File: src/rtl/regport_pkg.sv
package regport_pkg;
    typedef enum logic {PS_IDLE, PS_ARMED} port_state_t;
    localparam int          DW       = 8;
    localparam int          REG_CNT  = 16;
    localparam int          PTR_W    = $clog2(REG_CNT);
    localparam logic [2:0]  CMD_HIGH = 3'b001;
    localparam logic [7:0]  IUS_CMD  = 8'h38;
    localparam logic [PTR_W-1:0] BUF_IDX = PTR_W'(REG_CNT / 2);
endpackage

File: src/rtl/regport_ptr_fsm.sv
module regport_ptr_fsm
    import regport_pkg::*;
(
    input  logic             clk,
    input  logic             rst_n,
    input  logic             ctrl_wr,
    input  logic             ctrl_rd,
    input  logic [DW-1:0]    wdata,
    output logic [PTR_W-1:0] ptr,
    output logic             armed
);
    port_state_t      state_q, state_n;
    logic [PTR_W-1:0] ptr_q, ptr_n, sel_ptr;

    always_comb begin
        sel_ptr = PTR_W'(wdata[2:0]);
        if (wdata[5:3] == CMD_HIGH) sel_ptr = sel_ptr + BUF_IDX;
    end

    always_comb begin
        state_n = state_q;
        ptr_n   = ptr_q;
        unique case (state_q)
            PS_IDLE: if (ctrl_wr) begin          // select
                ptr_n   = sel_ptr;
                state_n = (sel_ptr != '0) ? PS_ARMED : PS_IDLE;
            end
            PS_ARMED: if (ctrl_wr || ctrl_rd) begin  // complete
                ptr_n   = '0;
                state_n = PS_IDLE;
            end
            default: begin
                ptr_n   = '0;
                state_n = PS_IDLE;
            end
        endcase
    end

    always_ff @(posedge clk) begin
        if (!rst_n) begin
            state_q <= PS_IDLE;
            ptr_q   <= '0;
        end else begin
            state_q <= state_n;
            ptr_q   <= ptr_n;
        end
    end

    always_comb begin
        armed = (state_q == PS_ARMED);
        ptr   = ptr_q;
    end

    p_complete_r5: assert property (@(posedge clk) disable iff (!rst_n)
        (armed && (ctrl_wr || ctrl_rd)) |=> (!armed && ptr == '0));
    p_armed_nonzero_r2: assert property (@(posedge clk) disable iff (!rst_n)
        armed |-> (ptr != '0));
    p_idle_zero_r5: assert property (@(posedge clk) disable iff (!rst_n)
        !armed |-> (ptr == '0));
endmodule

File: src/rtl/regport_wbank.sv
module regport_wbank
    import regport_pkg::*;
(
    input  logic             clk,
    input  logic             rst_n,
    input  logic             we,
    input  logic [PTR_W-1:0] idx,
    input  logic [DW-1:0]    wdata,
    output logic [DW-1:0]    regs [REG_CNT]
);
    for (genvar g = 0; g < REG_CNT; g++) begin : g_reg
        logic [DW-1:0] q;
        always_ff @(posedge clk) begin
            if (!rst_n)                          q <= '0;
            else if (we && idx == PTR_W'(g))     q <= wdata;
        end
        assign regs[g] = q;
    end
endmodule

File: src/rtl/regport_rmux.sv
module regport_rmux
    import regport_pkg::*;
(
    input  logic [PTR_W-1:0] idx,
    input  logic             rx_avail,
    input  logic             tx_empty,
    input  logic [DW-1:0]    rx_byte,
    input  logic [DW-1:0]    stat_a,
    input  logic [DW-1:0]    stat_b,
    input  logic [DW-1:0]    stat_c,
    input  logic [DW-1:0]    wregs [REG_CNT],
    output logic [DW-1:0]    rdata
);
    always_comb begin
        rdata = '0;
        case (idx)
            4'd0:  rdata = {5'b0, tx_empty, 1'b0, rx_avail};
            4'd1:  rdata = stat_a;
            4'd2:  rdata = wregs[2];
            4'd3:  rdata = stat_b;
            4'd8:  rdata = rx_byte;
            4'd10: rdata = stat_c;
            4'd12: rdata = wregs[12];
            4'd13: rdata = wregs[13];
            4'd15: rdata = wregs[15];
            default: rdata = '0;
        endcase
    end
endmodule

File: src/rtl/regport_top.sv
module regport_top
    import regport_pkg::*;
(
    input  logic         clk,
    input  logic         rst_n,
    input  logic         bus_sel,
    input  logic         bus_wr,
    input  logic         bus_ctrl,
    input  logic [7:0]   bus_wdata,
    output logic [7:0]   bus_rdata,
    input  logic         rx_avail,
    input  logic         tx_empty,
    input  logic [7:0]   rx_byte,
    input  logic [7:0]   stat_a,
    input  logic [7:0]   stat_b,
    input  logic [7:0]   stat_c,
    output logic         reg_wr_en,
    output logic [3:0]   reg_wr_idx,
    output logic [7:0]   reg_wr_data,
    output logic         tx_load,
    output logic         rx_pop,
    output logic         ius_clr
);
    logic             ctrl_wr, ctrl_rd, any_wr, any_rd, armed;
    logic [PTR_W-1:0] ptr, tgt;
    logic [DW-1:0]    wregs [REG_CNT];
    logic [DW-1:0]    mux_data;

    always_comb begin
        ctrl_wr = bus_sel &&  bus_wr &&  bus_ctrl;
        ctrl_rd = bus_sel && !bus_wr &&  bus_ctrl;
        any_wr  = bus_sel &&  bus_wr;
        any_rd  = bus_sel && !bus_wr;
        tgt     = bus_ctrl ? ptr : BUF_IDX;
    end

    regport_ptr_fsm u_fsm (
        .clk(clk), .rst_n(rst_n), .ctrl_wr(ctrl_wr), .ctrl_rd(ctrl_rd),
        .wdata(bus_wdata), .ptr(ptr), .armed(armed)
    );

    regport_wbank u_bank (
        .clk(clk), .rst_n(rst_n), .we(any_wr), .idx(tgt),
        .wdata(bus_wdata), .regs(wregs)
    );

    regport_rmux u_mux (
        .idx(tgt), .rx_avail(rx_avail), .tx_empty(tx_empty), .rx_byte(rx_byte),
        .stat_a(stat_a), .stat_b(stat_b), .stat_c(stat_c),
        .wregs(wregs), .rdata(mux_data)
    );

    assign bus_rdata = any_rd ? mux_data : '0;

    always_ff @(posedge clk) begin
        if (!rst_n) begin
            reg_wr_en   <= 1'b0;
            reg_wr_idx  <= '0;
            reg_wr_data <= '0;
            tx_load     <= 1'b0;
            rx_pop      <= 1'b0;
            ius_clr     <= 1'b0;
        end else begin
            reg_wr_en   <= any_wr;
            reg_wr_idx  <= tgt;
            reg_wr_data <= bus_wdata;
            tx_load     <= any_wr && (tgt == BUF_IDX);
            rx_pop      <= any_rd && (tgt == BUF_IDX);
            ius_clr     <= ctrl_wr && !armed && (bus_wdata == IUS_CMD);
        end
    end

    p_txload_idx_r7: assert property (@(posedge clk) disable iff (!rst_n)
        tx_load |-> (reg_wr_en && reg_wr_idx == BUF_IDX));
    p_data_keeps_ptr_r7: assert property (@(posedge clk) disable iff (!rst_n)
        (bus_sel && !bus_ctrl) |=> $stable(ptr));
    p_ius_reg0_r9: assert property (@(posedge clk) disable iff (!rst_n)
        ius_clr |-> (reg_wr_en && reg_wr_idx == '0 && reg_wr_data == IUS_CMD));
    p_pulse_excl_r8: assert property (@(posedge clk) disable iff (!rst_n)
        !(rx_pop && reg_wr_en));
endmodule

File: config.mk
export PLATFORM = sky130hd
export DESIGN_NAME = regport_top
export DESIGN_NICKNAME = d
export VERILOG_FILES = /design/src/rtl/regport_pkg.sv /design/src/rtl/regport_ptr_fsm.sv /design/src/rtl/regport_wbank.sv /design/src/rtl/regport_rmux.sv /design/src/rtl/regport_top.sv
export SDC_FILE = /design/constraint.sdc
export NUM_CORES = 1
export LEC_CHECK = 0
export BUFFER_PORTS_ARGS = -buffer_cell sky130_fd_sc_hd__buf_2
export CAP_MARGIN = 25
export CORE_ASPECT_RATIO = 0.5
export CORE_UTILIZATION = 41
export DETAILED_ROUTE_END_ITERATION = 8
export PLACE_DENSITY_LB_ADDON = 0.15
export SLEW_MARGIN = 10
export SYNTH_ARGS = -nofsm -noshare
export SYNTH_HDL_FRONTEND = slang
export SYNTH_SLANG_ARGS = --single-unit
export TNS_END_PERCENT = 50
File: constraint.sdc
create_clock -name clk -period 2.5 [get_ports clk]
set_clock_uncertainty 0.2 [all_clocks]
set_input_delay 0.375 -clock clk [delete_from_list [all_inputs] [get_ports clk]]
set_output_delay 0.375 -clock clk [all_outputs]
set_load 0.005 [all_outputs]
==> reports/results.txt, run 1 <==
Post-Synth XOR/XNOR Area -> 0%
Root Driver -> clkbuf_16
Placer Congestion -> 0.803
largest net degree at the start of global routing -> 42
final worst-path cycle share -> 96.8%
layout cells sized above 1 -> 35.0%
CP Capture Type -> primary output
Layout Nets -> 357
DR vias -> 2,059
CP max stage delay -> 0.39 ns
Seq/Total Area, Yosys -> 44.6%
area leader, netlist -> dfxtp_1
flops & latches, synth -> 53
Synth Instances -> 229
synth top area cells -> dfxtp_1 45%, mux2i_1 14%, nor2b_1 8.4%
CP top delay family -> compound AO/OA/AOI/OAI gates
CP Max Fanout -> 8
number of synthesized flops with an enable pin -> 0
unrepaired setup endpoints after global routing -> yes
Unique masters post-synth -> 33
f_max -> 0.413 GHz
vias in the first global route -> 1,992
Synth top area share -> 44.6%
Starting Density -> 43.0%
post-synthesis cell area -> 2380 um^2
die footprint -> 6130 um^2
post-route insts no fill -> 384
Post-route DRC -> 0
total detailed-routing wirelength -> 6.28 mm
Setup Viol. Count Final -> 0
Hold WC Path Type -> in -> reg
ANT cells -> 0
Max Cap Viol -> 0
Worst setup SP type -> flop
CP max-delay cell -> o41ai_4
die height -> 55.9 um
syn_nets -> 276
placed cells -> 375
CTS tree -> built
area grow syn2layout -> 29.5%
H-tree depth -> 2
syn_area_per_cell -> 10.4 um^2
Worst-Margin Slew -> 0.584 ns
ys flop type -> dfxtp_1
average wire per cell in the routed design -> 16.4 um
Buf+Inv Stages, Crit Path -> 3
YS warnings -> 0
clock sink count -> 53
Worst EP required -> 1.92 ns
PwrDens -> 585 nW/um^2
WS Path Type -> reg -> out
io pins -> 71
initial drt markers -> 87
proportion of synthesized area in mux cells -> 14.3%
status -> completed
CTS Buf Count -> 5
fraction of registers with async set/reset -> 0%
CP arrival -> 1.85 ns
complex-gate fraction of the synthesized area -> 16.9%
leak pwr -> 1.23 nW
max-slew violations -> 0
# port buffers -> 70
filler cell count -> 525
global route overflow -> 0
Simple-Gate Fraction of Synth Area -> 21.7%
Core ar. -> 5540 um^2
initial antenna violation count -> 0
Final ANT Viol Nets -> 0
Hold-fix buffers, CTS -> 0
vias per cell -> 5.36
Reg clk slew, reported paths -> 0.07 ns
Min Clock Period, post-route -> 2.42 ns
first-pass GRT wire length -> 9.96 mm
row cnt -> 19
Post-Synth Adder-Cell Area -> 0%
Skew-Pair Late Insertion Delay -> 0.29 ns
clock buffer depth -> 2
DP Wirelength -> 4.51 mm
critical path, cell by cell -> inv_1, o41ai_4, buf_6, a22o_1, a221oi_2, a31oi_1, buf_2
Total GRT Usage -> 21.6%
Max IR drop VDD -> 0.328 mV
chip width -> 110 um
largest family of logic cells by synthesized area -> simple AND/OR/NAND/NOR gates
drt first pass iters -> 4
Fin. Hold Viols -> 0
worst rel slew slack -> 60.9%
hold slack -> 0.183 ns
[where the power goes]
part / switching [mW] / internal, mW / leakage [nW]
logic: 0.0802 / 0.0737 / 0.719
registers: 0.00640 / 0.855 / 0.432
clock network: 0.315 / 0.474 / 0.0800
total: 0.401 / 1.40 / 1.23
[cell usage in the layout (no fill, tap or decap), types with 2 or more instances in the layout]
master     count
nor2_1         8
nor2b_1       32
mux2i_1       34
clkbuf_16      5
a31oi_1        2
and3_1         3
nor3_4         3
and2_1        10
nand3_2        2
buf_2         70
dfxtp_4        2
a21oi_1        2
nand2_2        3
a21boi_0       3
nor3_1         6
buf_4         12
a22o_1         5
inv_1          2
a41oi_1        6
dfxtp_1       50
a22oi_1       26
nand2_1        5
[through the flow]
stage / util (%) / TNS (ns) / setup slack [ns] / total power [mW] / cell area, um^2
after floorplan: - / 0 / 0.408 / 0.948 / 2380
after global placement: 51.7 / 0 / 0.265 / 1.03 / 2860
after detailed placement: 51.7 / 0 / 0.241 / 1.03 / 2860
after CTS: 55.0 / 0 / 0.00109 / 1.82 / 3050
after global routing: 55.7 / -0.0268 / -0.0212 / 1.88 / 3080
final: 55.7 / 0 / 0.0791 / 1.80 / 3080
[synth_stat cells, types with 5 or more instances]
master / n
nor2_1: 9
dfxtp_1: 53
nor3_1: 6
nand2_1: 5
mux2i_1: 34
a22oi_1: 26
and2_1: 10
a41oi_1: 6
a22o_1: 5
clkbuf_1: 5
nor2b_1: 32
[flip-flops by register name, summed over array words and instances (netlist names)]
name         cells
ius_clr          1
u_fsm.armed      1
tx_load          1
rx_pop           1
reg_wr_data      8
u_bank.g.q      32
reg_wr_idx       4
reg_wr_en        1
u_fsm.ptr        4
[final cells by class]
class / instances / area [um^2] / area share [%]
multi-input cells: 164 / 1290 / 41.8
flip-flops and latches: 53 / 1070 / 34.7
repair buffers: 83 / 452 / 14.6
clock buffers: 5 / 125 / 4.06
well taps: 73 / 91.3 / 2.96
clock inverters: 3 / 46.3 / 1.50
inverters: 3 / 11.3 / 0.365
[per-layer routing]
layer | wire [um] | track usage (%) | up-vias
met4 | 89 | 6.86 | 0
met5 | 0 | 0 | -
met2 | 2930 | 34.0 | 48
li1 | - | - | 1015
met1 | 2970 | 29.6 | 988
met3 | 290 | 4.45 | 8
[final timing paths]
check / startpoint / end / slack (ns) / depth (start not counted)
max: u_fsm.ptr[3] / bus_rdata[5] / 0.08 / 7
min: bus_wdata[7] / reg_wr_data[7] / 0.18 / 2
max reg2reg: u_fsm.ptr[2] / u_bank.g_reg[12].q[2] / 0.59 / 6
min reg2reg: u_bank.g_reg[2].q[6] / u_bank.g_reg[2].q[6] / 0.32 / 2
[timing repair]
item                                    CTS  global route
setup buffers                             0             1
pin swaps                                 0             1
endpoints found under the hold margin     0             0
resized for setup                         3            10
endpoints found under the setup margin    6             8
[logic make-up after synthesis]
group	after synthesis
muxes	34
DFF	53
AOI/OAI and AO/OA	51
buffers and inverters	12
and+or+nand+nor	79
Power figures use the tool's default switching activity.
==> run 2, diff against run 1 <==
--- a/config.mk
+++ b/config.mk
@@ -10,7 +10,7 @@
 export CORE_ASPECT_RATIO = 0.5
 export CORE_UTILIZATION = 41
 export DETAILED_ROUTE_END_ITERATION = 8
-export PLACE_DENSITY_LB_ADDON = 0.15
+export PLACE_DENSITY = 0.66
 export SLEW_MARGIN = 10
 export SYNTH_ARGS = -nofsm -noshare
 export SYNTH_HDL_FRONTEND = slang
==> run 2 against run 1 <==
  * Core utilization rose by 0.84 points
  * Sequential power rose by 0.5%
  * Critical endpoint unchanged
  * Sequential share of layout area fell by 0.55 points
==> reports/results.txt, run 2 (synthesis results as in run 1) <==
Crit Reg-Reg Startpoint -> u_fsm.ptr[2]
DR vias -> 2,089 (+1.5%)
f_max -> 0.409 GHz (-1.0%)
# port buffers -> 70 (unchanged)
Total GRT Usage -> 21.6% (+0.084 points)
post-route insts no fill -> 384 (unchanged)
status -> completed
H-tree depth -> 2 (unchanged)
Hold WC Path Type -> in -> reg
vias per cell -> 5.44 (+1.5%)
Placer Congestion -> 0.847 (+5.5%)
DP Wirelength -> 4.52 mm (about the same)
CTS Buf Count -> 5 (unchanged)
Fin. Hold Viols -> 0 (unchanged)
Setup Viol. Count Final -> 0 (unchanged)
min setup slack post-route -> 0.0542 ns (-0.0249 ns)
R2R Setup Slk -> 0.64 ns (+0.05 ns)
leak pwr -> 1.24 nW (+1.2%)
Layout Nets -> 357 (unchanged)
row cnt -> 19 (unchanged)
layout cells sized above 1 -> 36.0% (+0.96 points)
max reg flops -> 32 (unchanged)
final worst-path cycle share -> 97.8% (+1.0 points)
ANT cells -> 0 (unchanged)
CP max-delay cell -> dfxtp_4
most common library cell in the layout ignoring fill and taps -> buf_2
vias in the first global route -> 2,006 (+0.70%)
Skew-Pair Late Insertion Delay -> 0.29 ns (about the same)
CP max stage delay -> 0.38 ns (about the same)
Reg clk slew, reported paths -> 0.07 ns (about the same)
Worst-Margin Slew -> 0.582 ns (-0.00249 ns)
Max IR drop VDD -> 0.282 mV (-14%)
worst reg2reg path depth -> 6 (unchanged)
Biggest register -> u_bank.g.q
Worst setup SP type -> flop
Max Cap Viol -> 0 (unchanged)
CTS tree -> built
CP arrival -> 1.87 ns (+0.02 ns)
CP endpoint -> bus_rdata[5]
unrepaired setup endpoints after global routing -> yes
Starting Density -> 43.0% (unchanged)
top flop regs -> u_bank.g.q: 32 flops, reg_wr_data: 8 flops
largest net degree at the start of global routing -> 42 (unchanged)
global route overflow -> 0 (unchanged)
clock buffer depth -> 2 (unchanged)
Final Util -> 56.5% (+0.84 points)
CP Launch Point -> u_fsm.ptr[3]
most frequent cells in the layout -> 70 x buf_2, 49 x dfxtp_1, 34 x mux2i_1, 32 x nor2b_1, 26 x a22oi_1
CP Max Fanout -> 7 (-1)
Worst EP required -> 1.92 ns (about the same)
initial drt markers -> 115 (+32%)
critical path, cell by cell -> inv_1, o41ai_4, buf_6, a22o_1, a221oi_1, a31oi_1, buf_2
die footprint -> 6130 um^2 (unchanged)
Setup WS pre-CTS -> 0.0971 ns (-0.144 ns)
Final ANT Viol Nets -> 0 (unchanged)
initial antenna violation count -> 0 (unchanged)
Min Clock Period, post-route -> 2.45 ns (+0.0249 ns)
worst rel slew slack -> 61.1% (+0.17 points)
Core ar. -> 5540 um^2 (unchanged)
first-pass GRT wire length -> 9.98 mm (+0.14%)
average wire per cell in the routed design -> 16.3 um (-0.18%)
max-slew violations -> 0 (unchanged)
WS Path Type -> reg -> out
drt first pass iters -> 4 (unchanged)
placed cells -> 373 (-0.53%)
Root Driver -> clkbuf_16
CP Capture Type -> primary output
area grow syn2layout -> 31.5%
total detailed-routing wirelength -> 6.27 mm (-0.18%)
die height -> 55.9 um (unchanged)
chip width -> 110 um (unchanged)
PwrDens -> 606 nW/um^2 (+3.5%)
Post-route DRC -> 0 (unchanged)
clock sink count -> 53 (unchanged)
Crit Reg-Reg Endpoint -> u_bank.g_reg[12].q[4]
io pins -> 71 (unchanged)
-- run 2: worst min-delay path by stage --
stage,startpoint,cells after the start,slack (ns),to
floorplan,u_bank.g_reg[2].q[0],2,0.28,u_bank.g_reg[2].q[0]
global placement,u_bank.g_reg[13].q[3],2,0.30,u_bank.g_reg[13].q[3]
detailed placement,u_bank.g_reg[13].q[4],2,0.31,u_bank.g_reg[13].q[4]
CTS,bus_wdata[7],2,0.19,reg_wr_data[7]
global route,bus_wdata[7],2,0.19,reg_wr_data[7]
finish,bus_wdata[7],2,0.19,reg_wr_data[7]
-- run 2: metal layers --
metal | wire length [um] | track usage [%] | vias to the layer above
met5 | 0 | 0 | -
met3 | 326 | 4.45 | 7
li1 | - | - | 1013
met4 | 69 | 8.95 | 0
met2 | 2990 | 34.3 | 52
met1 | 2880 | 28.7 | 1017
-- run 2: critical path: cells and delay by family, from the launching register on --
family,cells,cell delay [ns]
AO/OA/AOI/OAI,4,0.77
buffers and inverters,3,0.43
flip-flops,1,0.38
-- run 2: repair_timing --
item	in CTS	in global routing
hold buffers	0	0
endpoints found under the setup margin	8	7
setup buffers	1	2
endpoints found under the hold margin	0	0
pin swaps	1	1
gates resized for setup	13	4
-- run 2: cell type report --
cell class | count | area [um^2]
Fill cell | 496 | 2410
Multi-Input combinational cell | 164 | 1310
Sequential cell | 53 | 1070
Timing Repair Buffer | 83 | 464
Clock buffer | 5 | 125
Tap cell | 73 | 91.3
Clock inverter | 3 | 65.1
Inverter | 3 | 11.3
-- run 2: through the flow --
stage / hold slack, ns / total power, mW / instance area [um^2] / TNS, ns
after floorplan: 0.282 / 0.948 / 2380 / 0
after global placement: 0.297 / 1.03 / 2850 / 0
after detailed placement: 0.309 / 1.03 / 2850 / 0
after CTS: 0.193 / 1.90 / 3100 / 0
after global routing: 0.195 / 1.97 / 3130 / -0.0143
final: 0.194 / 1.90 / 3130 / 0
-- run 2: report_power, final --
group | internal, mW | leakage (nW) | total (mW) | switching, mW
clock network | 0.572 | 0.0938 | 0.877 | 0.305
logic | 0.0737 | 0.719 | 0.154 | 0.0803
registers | 0.856 | 0.432 | 0.865 | 0.00877
total | 1.50 | 1.24 | 1.90 | 0.394
